File: src/rtl/leg_shed_pkg.sv
package leg_shed_pkg;
    localparam int CUR_W     = 16;
    localparam int DUTY_W    = 12;
    localparam int NUM_LEGS  = 3;
    localparam int K_SHIFT   = 4;
    localparam int TRIM_LIM  = 512;
    localparam int AMP_LSB   = 256;
    localparam int ADD_TWO   = 18 * AMP_LSB;
    localparam int DROP_TWO  = 15 * AMP_LSB;
    localparam int ADD_THREE = 40 * AMP_LSB;
    localparam int DROP_THREE = 35 * AMP_LSB;
    localparam int DUTY_FULL = (1 << DUTY_W) - 1;
    localparam int TRIM_W    = DUTY_W + 1;

    typedef logic signed [CUR_W-1:0] cur_t;
    typedef logic [CUR_W:0]          mag_t;
    typedef logic [DUTY_W-1:0]       duty_t;
    typedef logic signed [TRIM_W-1:0] trim_t;

    typedef enum logic [1:0] {
        LEGS_ONE   = 2'd1,
        LEGS_TWO   = 2'd2,
        LEGS_THREE = 2'd3
    } leg_cnt_e;

    function automatic mag_t cur_mag(input cur_t x);
        logic signed [CUR_W:0] w;
        w = CUR_W'(x) < 0 ? -(CUR_W+1)'(x) : (CUR_W+1)'(x);
        w = x[CUR_W-1] ? -{x[CUR_W-1], x} : {x[CUR_W-1], x};
        return mag_t'(w);
    endfunction

    function automatic duty_t duty_clamp(input duty_t base, input trim_t trim);
        logic signed [DUTY_W+1:0] s;
        s = $signed({2'b00, base}) + (DUTY_W+2)'(trim);
        if (s < 0)
            return '0;
        else if (s > (DUTY_W+2)'(DUTY_FULL))
            return duty_t'(DUTY_FULL);
        else
            return s[DUTY_W-1:0];
    endfunction
endpackage

File: src/rtl/leg_count_fsm.sv
module leg_count_fsm
    import leg_shed_pkg::*;
(
    input  logic     clk,
    input  logic     rst,
    input  logic     sample_valid,
    input  mag_t     load_mag,
    output leg_cnt_e cnt_d,
    output leg_cnt_e cnt_q
);
    always_comb begin
        cnt_d = cnt_q;
        if (sample_valid) begin
            unique case (cnt_q)
                LEGS_ONE:
                    if (load_mag > mag_t'(ADD_TWO)) cnt_d = LEGS_TWO;
                LEGS_TWO:
                    if (load_mag > mag_t'(ADD_THREE))     cnt_d = LEGS_THREE;
                    else if (load_mag < mag_t'(DROP_TWO)) cnt_d = LEGS_ONE;
                LEGS_THREE:
                    if (load_mag < mag_t'(DROP_THREE)) cnt_d = LEGS_TWO;
                default: cnt_d = LEGS_ONE;
            endcase
        end
    end

    always_ff @(posedge clk) begin
        if (rst) cnt_q <= LEGS_ONE;
        else     cnt_q <= cnt_d;
    end


    one_step_chk: assert property (@(posedge clk) disable iff (rst)
        !(($past(cnt_q) == LEGS_ONE && cnt_q == LEGS_THREE) ||
          ($past(cnt_q) == LEGS_THREE && cnt_q == LEGS_ONE)));


    cnt_strobe_chk: assert property (@(posedge clk) disable iff (rst)
        (cnt_q != $past(cnt_q)) |-> $past(sample_valid));
endmodule

File: src/rtl/leg_trim.sv
module leg_trim
    import leg_shed_pkg::*;
(
    input  logic  clk,
    input  logic  rst,
    input  logic  sample_valid,
    input  logic  en_next,
    input  cur_t  ref_cur,
    input  cur_t  own_cur,
    input  duty_t base_duty,
    output logic  en_q,
    output duty_t duty_q
);
    localparam int ACC_W = CUR_W + 2;

    trim_t trim_q, trim_d;
    logic signed [CUR_W:0]   err;
    logic signed [CUR_W:0]   step;
    logic signed [ACC_W-1:0] acc;

    always_comb begin
        err  = (CUR_W+1)'(ref_cur) - (CUR_W+1)'(own_cur);
        step = err >>> K_SHIFT;
        acc  = ACC_W'(trim_q) + ACC_W'(step);
        if (!en_next)
            trim_d = '0;
        else if (acc > ACC_W'(TRIM_LIM))
            trim_d = trim_t'(TRIM_LIM);
        else if (acc < -ACC_W'(TRIM_LIM))
            trim_d = -trim_t'(TRIM_LIM);
        else
            trim_d = trim_t'(acc);
    end

    always_ff @(posedge clk) begin
        if (rst) begin
            trim_q <= '0;
            en_q   <= 1'b0;
            duty_q <= '0;
        end else if (sample_valid) begin
            trim_q <= trim_d;
            en_q   <= en_next;
            duty_q <= en_next ? duty_clamp(base_duty, trim_d) : '0;
        end
    end


    trim_bound_chk: assert property (@(posedge clk) disable iff (rst)
        (trim_q <= trim_t'(TRIM_LIM)) && (trim_q >= -trim_t'(TRIM_LIM)));


    duty_hold_chk: assert property (@(posedge clk) disable iff (rst)
        !$past(sample_valid) |-> $stable(duty_q));
endmodule

File: src/rtl/leg_shed_ctrl.sv
module leg_shed_ctrl
    import leg_shed_pkg::*;
(
    input  logic                          clk,
    input  logic                          rst,
    input  logic                          sample_valid,
    input  logic signed [CUR_W-1:0]       load_cur,
    input  logic [NUM_LEGS-1:0][CUR_W-1:0] leg_cur,
    input  logic [DUTY_W-1:0]             base_duty,
    output logic [NUM_LEGS-1:0][DUTY_W-1:0] duty_out,
    output logic [NUM_LEGS-1:0]           leg_en
);
    mag_t     load_mag;
    leg_cnt_e cnt_d, cnt_q;

    assign load_mag = cur_mag(load_cur);

    leg_count_fsm i_fsm (
        .clk          (clk),
        .rst          (rst),
        .sample_valid (sample_valid),
        .load_mag     (load_mag),
        .cnt_d        (cnt_d),
        .cnt_q        (cnt_q)
    );

    for (genvar g = 0; g < NUM_LEGS; g++) begin : g_leg
        if (g == 0) begin : g_ref
            logic  en_r;
            duty_t duty_r;
            always_ff @(posedge clk) begin
                if (rst) begin
                    en_r   <= 1'b0;
                    duty_r <= '0;
                end else if (sample_valid) begin
                    en_r   <= (load_mag != '0);
                    duty_r <= (load_mag != '0) ? base_duty : '0;
                end
            end
            assign leg_en[g]   = en_r;
            assign duty_out[g] = duty_r;
        end else begin : g_trim
            logic en_next;
            assign en_next = (int'(cnt_d) > g);
            leg_trim i_trim (
                .clk          (clk),
                .rst          (rst),
                .sample_valid (sample_valid),
                .en_next      (en_next),
                .ref_cur      (cur_t'(leg_cur[0])),
                .own_cur      (cur_t'(leg_cur[g])),
                .base_duty    (base_duty),
                .en_q         (leg_en[g]),
                .duty_q       (duty_out[g])
            );
        end
    end


    leg_order_chk: assert property (@(posedge clk) disable iff (rst)
        leg_en[2] |-> leg_en[1]);


    leg_add_strobe_chk: assert property (@(posedge clk) disable iff (rst)
        $rose(leg_en[1]) |-> $past(sample_valid));
endmodule

File: config.mk
export PLATFORM = sky130hd
export DESIGN_NAME = leg_shed_ctrl
export DESIGN_NICKNAME = d
export VERILOG_FILES = /design/src/rtl/leg_shed_pkg.sv /design/src/rtl/leg_count_fsm.sv /design/src/rtl/leg_trim.sv /design/src/rtl/leg_shed_ctrl.sv
export SDC_FILE = /design/constraint.sdc
export NUM_CORES = 1
export LEC_CHECK = 0
export ABC_CLOCK_PERIOD_IN_PS = 19520
export BUFFER_PORTS_ARGS = -buffer_cell sky130_fd_sc_hd__buf_2
export CORE_UTILIZATION = 63
export DETAILED_ROUTE_END_ITERATION = 10
export HOLD_SLACK_MARGIN = 0.1
export PLACE_DENSITY = 0.88
export SLEW_MARGIN = 20
export SYNTH_ARGS = -nofsm -noshare
export SYNTH_HDL_FRONTEND = slang
export SYNTH_HIERARCHICAL = 1
export SYNTH_SLANG_ARGS = --single-unit
File: constraint.sdc
create_clock -name clk -period 19.52 [get_ports clk]
set_input_delay 1.952 -clock clk [delete_from_list [all_inputs] [get_ports clk]]
set_output_delay 1.952 -clock clk [all_outputs]
set_load 0.05 [all_outputs]
**After elaboration in Yosys (flattened, before gate mapping)**

Cells that the tools add are included.
W data, S select, Z words.

- Output and inout port bits: 39
- Memory bits (writable): 0
- ROM bits: 0
- Input port bits: 79
- Bits in latches: 0
- Memories: 0
- Logic and storage cells: 54
- Register bits after elaboration: 67

- Shift operators: 0
- Multiplexer cells: 20
- Equal/unequal tests: 3
- $add $sub $neg: 7
- Order comparisons: 14
- Divide/modulo/power cells: 0
- Multipliers: 0
- Reductions and logical operators: 1
- Bitwise gates (word level): 0

Operators by type and width:

| cell | number |
|---|---|
| $mux W12 | 7 |
| $mux W13 | 6 |
| $add A13 B13 Y14 | 4 |
| $gt A18 B11 Y1 const B | 2 |
| $lt A18 B10 Y1 const B | 2 |
| $sub A16 B16 Y17 | 2 |
| $gt A14 B13 Y1 const B | 2 |
| $lt A14 B1 Y1 const B | 2 |
| $gt A17 B13 Y1 const B | 1 |
| $gt A17 B14 Y1 const B | 1 |
| $lt A17 B12 Y1 const B | 1 |
| $lt A17 B14 Y1 const B | 1 |
| $mux W17 | 1 |
| $neg A17 Y17 | 1 |
| $reduce_bool A17 Y1 | 1 |
| $mux W2 | 5 |
| $pmux W2 S3 | 1 |
| $eq A2 B2 Y1 const B | 2 |
| $eq A2 B1 Y1 const B | 1 |
| $gt A2 B1 Y1 const B | 1 |
| $gt A2 B2 Y1 const B | 1 |

**Logic depth before layout (Yosys ltp)**

Gate-level depths: netlist of run 1.

- Word-level depth: 14
- Mapped depth: 30
- Gate-level depth less buffers: 30

**Hierarchy**

Netlist of run 1, hierarchy kept.

By module, submodules not included:

| module | cells an instance | instances | sequential area each (um^2) | area each (um^2) |
|---|---|---|---|---|
| leg_trim (g_leg[1].g_trim.i_trim) | 356 | 1 | 520.5 | 2,914.0 |
| leg_trim (g_leg[2].g_trim.i_trim) | 360 | 1 | 520.5 | 2,857.7 |
| leg_shed_ctrl | 134 | 1 | 260.2 | 1,172.4 |
| leg_count_fsm | 34 | 1 | 40.0 | 271.5 |

**Worst setup path before layout of run 1**

No wires, ideal clock.

- Kind: in2reg
- Start point: in leg_cur[21] (netlist bit)
- End point: reg g_leg[1].g_trim.i_trim.duty_q[11]
- Path buffers: 1
- Path slack: 11,603 ps
- Library setup time: 71 ps
- Required time: 19,449 ps
- Arrival time: 7,846 ps
- Cell stages on the path: 29
- Cells stage by stage: inv_1 > ha_1 > a21o_1 > a21o_1 > a32o_1 > a211oi_4 > a21oi_2 > a311o_1 > a21oi_1 > xnor2_1 > ha_1 > a21oi_2 > nand2_2 > a2111o_1 > o211ai_2 > nand2_4 > nor4_4 > a21oi_4 > buf_6 > nor2_1 > ha_1 > nor2b_1 > o21a_1 > o21ai_0 > a211oi_1 > or2_2 > nor3_1 > o31ai_1 > a21oi_1

- Word-level cells in the longest chain between the ends: 11

RTL lines:

| what | line | RTL |
|---|---|---|
| start, declared | leg_shed_ctrl.sv:8 | `input logic [NUM_LEGS-1:0][CUR_W-1:0] leg_cur,` |
| $sub A16 B16 Y17 * | leg_trim.sv:22 | `err = (CUR_W+1)'(ref_cur) - (CUR_W+1)'(own_cur);` |
| $add A13 B13 Y14 * | leg_trim.sv:24 | `acc = ACC_W'(trim_q) + ACC_W'(step);` |
| $lt A18 B10 Y1 | leg_trim.sv:29 | `else if (acc < -ACC_W'(TRIM_LIM))` |
| $mux W13 | leg_trim.sv:29 |  |
| $mux W13 * | leg_trim.sv:27 | `else if (acc > ACC_W'(TRIM_LIM))` |
| $mux W13 * | leg_trim.sv:25 | `if (!en_next)` |
| named net g_leg[1].g_trim.i_trim.trim_d[2] | leg_trim.sv:16 | `trim_t trim_q, trim_d;` |
| $add A13 B13 Y14 * | leg_shed_pkg.sv:35 | `s = $signed({2'b00, base}) + (DUTY_W+2)'(trim);` |
| $gt A14 B13 Y1 | leg_shed_pkg.sv:38 | `else if (s > (DUTY_W+2)'(DUTY_FULL))` |
| $mux W12 | leg_shed_pkg.sv:38 |  |
| $mux W12 * | leg_shed_pkg.sv:36 | `if (s < 0)` |
| $mux W12 * | leg_trim.sv:43 | `duty_q <= en_next ? duty_clamp(base_duty, trim_d) : '0;` |
| end signal, assigned | leg_trim.sv:43 |  |
| end, declared | leg_trim.sv:12 | `output duty_t duty_q` |

The timed path passes the listed nets; every way through them passes the cells marked *.
A chain may end at the register's enable or synchronous reset.

**Final worst setup path of run 1**

- Start point: in load_cur[3]
- End point: reg g_leg[2].g_trim.i_trim.duty_q[10]

- Word-level cells in the longest chain between the ends: 14

RTL lines:

| what | line | RTL |
|---|---|---|
| start, declared | leg_shed_ctrl.sv:7 | `input logic signed [CUR_W-1:0] load_cur,` |
| $neg A17 Y17 * | leg_shed_pkg.sv:29 | `w = x[CUR_W-1] ? -{x[CUR_W-1], x} : {x[CUR_W-1], x};` |
| $mux W17 * | leg_shed_pkg.sv:29 |  |
| named net load_mag[13] | leg_shed_ctrl.sv:13 | `mag_t load_mag;` |
| $lt A17 B12 Y1 | leg_count_fsm.sv:19 | `else if (load_mag < mag_t'(DROP_TWO)) cnt_d = LEGS_ONE;` |
| $mux W2 | leg_count_fsm.sv:19 |  |
| $mux W2 | leg_count_fsm.sv:18 | `if (load_mag > mag_t'(ADD_THREE)) cnt_d = LEGS_THREE;` |
| $pmux W2 S3 * | leg_count_fsm.sv:14 | `unique case (cnt_q)` |
| $mux W2 * | leg_count_fsm.sv:13 | `if (sample_valid) begin` |
| named net cnt_d[1] | leg_shed_ctrl.sv:14 | `leg_cnt_e cnt_d, cnt_q;` |
| [1 not listed] | - |  |
| named net g_leg[2].g_trim.en_next | leg_shed_ctrl.sv:43 | `logic en_next;` |
| $mux W13 * | leg_trim.sv:25 |  |
| named net g_leg[2].g_trim.i_trim.trim_d[0] | leg_trim.sv:16 |  |
| $add A13 B13 Y14 * | leg_shed_pkg.sv:35 |  |
| $gt A14 B13 Y1 | leg_shed_pkg.sv:38 |  |
| $mux W12 | leg_shed_pkg.sv:38 |  |
| $mux W12 * | leg_shed_pkg.sv:36 |  |
| $mux W12 * | leg_trim.sv:43 |  |
| end signal, assigned | leg_trim.sv:43 |  |
| end, declared | leg_trim.sv:12 |  |

Marks and branches as above.

==> flow_summary.ini, run 1 <==
[status]
status = finished clean

[global_route]
grt_pass1_wl_um = 30380
antenna_found_initial = 0
overflow = 0
grt_use_total_pct = 32.12
grt_max_degree = 49
grt_pass1_vias = 6592

[routing]
drtIter0Drc = 491
post_drt_via_cell_ratio = 6.299
drt-pass1-iter-count = 8
routedWlPerCell_um = 16.63
drcViolationCount = 0
wirelength_um = 18870
vias = 7149
ant_nets = 0

[sta]
worst_slew_pin_slew_ps = 986.6
setup_tns_ps = 0
drv_slew = 0
hold_viol_final = 0
relSlewSlack_pct = 33.92
fin_skew_ps = 5.360
fin_crit_sh_pct = 46.95
worst_slack_ps = 10360
rsz0062_at_grt = false
fmax_mhz = 109.1
setup-violations-final = 0
fin_crit_ps = 9165

[clocking]
cts_tree = built
hold_buffers = 0
post_cts_buffers = 0
clk_pin_slew_ps = 60
cts_root_buf = clkbuf_16
clockBufferDepth = 2
ctsResizeCount = 0
insertion_delay_ps = 340
cts_made_buffers = 9
numClockSinks = 67
cts_max_level = 3

[pwr]
p_sw_share_pct = 41.73
p_int_mw = 0.3430
pwr-share-comb_pct = 47.2
p_leak_nw = 3.691
power_switching_mw = 0.2456
seq_power_share_pct = 26.2
power.total_mw = 0.5886
ir_drop_v = 0.00006721
cellPowerDensity_mw_per_mm2 = 72.45
clkPwrFrac_pct = 26.6

[placed_design]
pre_cts_slack_ps = 10410
placed_cell_area_mm2 = 0.007835
dp_hpwl_um = 14120
portBuffers = 117
gp_congestion = 0.9377

[die]
io_pins = 118
fp.dieW_um = 109.0
start_util_pct = 65.70
row_count = 38
core_mm2 = 0.01098
die_h_um = 109.0
dieArea_mm2 = 0.01189

[setup_path]
cp_slowest_stage_delay_ps = 690
path_class = in -> reg
cp.required_ps = 19700
worstPathArrival_ps = 9350
cp_max_fo = 19
r2r_start = i_fsm/cnt_q[0]
critPathLaunchType = input pin
crit_family = compound AO/OA/AOI/OAI gates
cp_num_buf_inv = 5
crit_start = load_cur[3]
path_common_cell = inv_1
slowest_stage = a21oi_1
end_kind = flip-flop

[synthesis]
ys_types = 99
async_reset_ff_share_pct = 0
syn_inst = 884
ys_seq_area_share_pct = 18.59
syn_area_per_cell_um2 = 8.163
syn-cell-area_mm2 = 0.007216
ys_ff_latch = 67
synth_edf_count = 0
ys.flop_type = dfxtp_1
yosys_warnings = 6

[cells_and_area]
regArea_mm2 = 0.001341
antenna_cells = 0
fin_area_mm2 = 0.008124
drive_gt1_share_pct = 19.80
fillers = 847
num-nets-final = 1158
area_growth_pct = 12.59
multi_input_area_mm2 = 0.005463
utilization_pct = 73.97

[run]
cap_violations = 0

[hold_path]
min_path_type = reg -> reg
min_from = g_leg[1].g_trim.i_trim/duty_q[10]
## worst register-to-register path: stages, from the launching register on
cell and delay (ps):
dfxtp_1 340, or4b_1 570, o31ai_1 330, nand2_1 290, and2_1 280, inv_1 120, nor2_1 60, a31oi_1 390
nor4_1 120, a2bb2oi_2 680, and2b_2 310, ha_1 190, inv_1 70, fa_1 190, nor2b_1 70, o2111ai_1 170
nand4b_1 220, a31oi_1 340, o21bai_1 120, a21o_1 240, a21oi_1 690, a21oi_1 150
## placed cells by master (no fill, tap or decap), drive strengths merged, types with 5 or more instances in the layout
cell and count:
nand2b 27, and3 10, nor2b 15, a31oi 12, a41oi 14, o22ai 7
nand3 10, o311ai 5, xnor2 45, o21a 9, nand2 71, o21ai 34
o32ai 14, dfxtp 67, or3 6, a21oi 93, nor2 59, o41ai 5
and2 5, nor3 18, a21o 21, o31ai 15, or4 6, inv 63
xor2 23, buf 122, nand4 8, a22oi 12, clkbuf 11, nor4 9
a211oi 6, o211ai 12, ha 85
## power groups by stage
stage	combinational [mW]	sequential (mW)	clock, mW
4_1_cts	0.274	0.154	0.157
6_report	0.278	0.154	0.156
3_5_place_dp	0.270	0.157	0
3_3_place_gp	0.265	0.156	0
5_1_grt	0.302	0.155	0.163
2_1_floorplan	0.189	0.180	0
## synth_stat cells, drive strengths merged, types with 12 or more instances
| cell | instances | area [µm²] |
|---|---|---|
| a21oi | 93 | 488.0 |
| ha | 85 | 1064 |
| nand2 | 71 | 276.5 |
| dfxtp | 67 | 1341 |
| inv | 62 | 232.7 |
| nor2 | 59 | 221.5 |
| xnor2 | 45 | 401.6 |
| o21ai | 34 | 173.9 |
| nand2b | 27 | 168.9 |
| xor2 | 23 | 201.4 |
| a21o | 21 | 160.2 |
| nor3 | 18 | 90.09 |
| clkbuf | 16 | 61.30 |
| nor2b | 15 | 93.84 |
| o31ai | 15 | 146.4 |
| a41oi | 14 | 197.7 |
| o32ai | 14 | 148.9 |
| a22oi | 12 | 90.09 |
| a31oi | 12 | 75.07 |
| buf | 12 | 106.4 |
| o211ai | 12 | 95.09 |
## metal layers
layer  track usage [%]  part of all wire (%)
met3             5.439                   6.2
met1             41.02                    43
met2             52.52                    48
met4             14.86                   3.0
met5                 0                     0
## flip-flops by register name (all words and copies together) (netlist names)
signal and cells:
g_leg.g_ref.duty_r 12, g_leg.g_ref.en_r 1, g_leg.g_trim.i_trim/duty_q 24, g_leg.g_trim.i_trim/en_q 2
g_leg.g_trim.i_trim/trim_q 26, i_fsm/cnt_q 2
## final cells by class
cell class                 count  share of cell area [%]
clock buffer                  11                   3.111
multi-input combinational    728                   67.24
inverter                      62                   2.865
timing repair buffer         122                   7.670
sequential                    67                   16.51
clock inverter                 5                  0.4466
tap                          140                   2.156
## through the flow
step	instances	hold slack (ps)
after floorplan	886	449.7
after global placement	1119	446.3
after detailed placement	1119	451.7
after CTS	1135	461.6
after global routing	1135	482.2
final	1135	461.1
## path summary, 6_finish.rpt
check                                      end  slack, ps  cells after the start
min          g_leg[1].g_trim.i_trim/duty_q[10]        460                      2
max          g_leg[2].g_trim.i_trim/duty_q[10]      10360                     28
max reg2reg  g_leg[2].g_trim.i_trim/duty_q[10]      13420                     21
min reg2reg  g_leg[1].g_trim.i_trim/duty_q[10]        460                      2
## kinds of logic (layout without fill, tap and decap cells)
kind of cell / after synthesis / count (layout) / share of synthesized area, %
multiplexers: 2 / 2 / 0.2948
AO/OA/AOI/OAI: 294 / 294 / 30.55
other: 1 / 3 / 0.05197
buffers and inverters: 91 / 200 / 5.809
flip-flops: 67 / 67 / 18.59
XOR/XNOR: 68 / 68 / 8.358
adder cells (fa/ha/maj): 89 / 89 / 15.85
AND/OR/NAND/NOR: 272 / 272 / 20.50
(Power assumes the default switching activity.)
==> run 2, diff against run 1 <==
- ABC_CLOCK_PERIOD_IN_PS: 19520 -> 9300
- CORE_UTILIZATION: 63 -> 59
- PLACE_DENSITY: 0.88 -> 0.83
- clock period: 19.52 -> 9.3 ns (I/O delays scaled with it)
==> run 2 against run 1 <==
Against the previous run: cell count grew 0.53%; sequential share of layout area barely moved; via count down 2.7%; global-route usage decreased by 4.5 points; die area increased by 6.7%; setup slack got worse by 8900 ps; core utilization is 6.0 points lower; clock power up 110%; non-clock buffer count stayed put; clock skew is 1.8 ps lower; critical path type unchanged; critical endpoint is now g_leg[2].g_trim.i_trim/duty_q[9]; largest cell class unchanged; largest power group unchanged; highest routed layer unchanged.
==> flow_summary.ini, run 2 (synthesis gave the netlist of run 1 again) <==
[clocking]
insertion_delay_ps = 330
cts_root_buf = clkbuf_16
ctsResizeCount = 0
hold_buffers = 0
cts_made_buffers = 9
clockBufferDepth = 2
clk_pin_slew_ps = 50
cts_tree = built
cts_max_level = 3
post_cts_buffers = 0
numClockSinks = 67

[pwr]
power.total_mw = 1.218
p_leak_nw = 3.692
cellPowerDensity_mw_per_mm2 = 149.8
ir_drop_v = 0.0001884

[global_route]
grt_pass1_vias = 6231
overflow = 0
grt_max_degree = 49
grt_pass1_wl_um = 28660
grt_use_total_pct = 27.61
antenna_found_initial = 0

[hold_path]
min_path_type = reg -> reg

[routing]
post_drt_via_cell_ratio = 6.096
vias = 6955
wirelength_um = 17740
drt-pass1-iter-count = 7
routedWlPerCell_um = 15.55
drtIter0Drc = 535
drcViolationCount = 0
ant_nets = 0

[cells_and_area]
top_regs = g_leg.g_trim.i_trim/trim_q (26), g_leg.g_trim.i_trim/duty_q (24), g_leg.g_ref.duty_r (12)
layout_commonest_cell = buf_2
area_growth_pct = 12.61
fin_area_mm2 = 0.008125
largest_reg_flops = 26
num-nets-final = 1158
drive_gt1_share_pct = 19.52
antenna_cells = 0
final_cell_mix = buf_2, a21oi_1, ha_1
largest-register = g_leg.g_trim.i_trim/trim_q

[die]
die_h_um = 112.6
dieArea_mm2 = 0.01268
fp.dieW_um = 112.6
row_count = 40
io_pins = 118
core_mm2 = 0.01196
start_util_pct = 60.32

[placed_design]
portBuffers = 117
placed_cell_area_mm2 = 0.007844
gp_congestion = 0.8939
dp_hpwl_um = 13910
pre_cts_slack_ps = 1214

[sta]
hold_viol_final = 0
rsz0062_at_grt = false
worst_slack_ps = 1428
setup_tns_ps = 0
setup-violations-final = 0
worst_slew_pin_slew_ps = 895.1
fin_crit_sh_pct = 84.64
fin_crit_ps = 7872
hold_ws_ps = 458.0
fmax_mhz = 127.0
fin_skew_ps = 3.525
relSlewSlack_pct = 39.88
drv_slew = 0

[run]
cap_violations = 0

[setup_path]
worstPathArrival_ps = 8040
end_kind = flip-flop
critPathLaunchType = input pin
cp_max_fo = 19
cp.required_ps = 9470
path_class = in -> reg

[status]
status = finished clean
run 2: cell count changes in the layout (fill, tap and decap cells not counted):
cell        delta
clkinvlp_4     -2
clkbuf_1       +2
clkinv_2       -1
inv_6          -1
clkbuf_8       +1
run 2: final cells by class:
class,instances,area (µm²)
multi-input combinational,728,5463
clock buffer,14,274.0
sequential,67,1341
tap,147,183.9
fill,976,3836
clock inverter,1,7.507
timing repair buffer,122,623.1
inverter,62,232.7
run 2: stage by stage:
step / utilization [%] / instances
finish: 67.93 / 1141
global placement: 65.58 / 1126
CTS: 67.93 / 1141
floorplan: - / 886
global route: 67.93 / 1141
detailed placement: 65.58 / 1126
run 2: layer usage:
metal | wire length, µm | up-vias | GRT usage (%)
met5 | 0 | - | 0
met4 | 269 | 0 | 7.200
met3 | 971 | 27 | 4.752
met2 | 8547 | 218 | 47.04
met1 | 7955 | 3221 | 36.00
li1 | - | 3489 | -
run 2: final timing paths:
path | from | to | slack [ps] | cells after the start
worst min-delay path | g_leg[1].g_trim.i_trim/duty_q[5] | g_leg[1].g_trim.i_trim/duty_q[5] | 460 | 2
worst max register to register | i_fsm/cnt_q[0] | g_leg[2].g_trim.i_trim/duty_q[9] | 3470 | 21
worst min register to register | g_leg[1].g_trim.i_trim/duty_q[5] | g_leg[1].g_trim.i_trim/duty_q[5] | 460 | 2
worst max-delay path | load_cur[3] | g_leg[2].g_trim.i_trim/duty_q[9] | 1430 | 28
run 2: worst max-delay path: stages:
cell       delay [ps]
buf_2             140
nor4_1            510
nand2_1           170
o41ai_1           390
xor2_1            180
buf_4             240
inv_1             150
or4b_1            560
o31ai_1           270
nand2_1           260
and2_1            280
inv_1             110
nor2_1             60
a31oi_1           370
nor4_1            120
a2bb2oi_2         670
and2b_2           300
ha_1              180
inv_1              70
fa_1              200
nor2b_1            70
o2111ai_1         170
nand4b_1          180
a31oi_1           290
o21bai_1          110
a21o_1            220
a21oi_1           670
a31oi_1           150
run 2: power by group:
| group | switching [mW] | internal [mW] | leakage [nW] |
|---|---|---|---|
| Combinational | 0.360 | 0.215 | 3.01 |
| Sequential | 0.0143 | 0.309 | 0.546 |
| Clock | 0.119 | 0.201 | 0.135 |
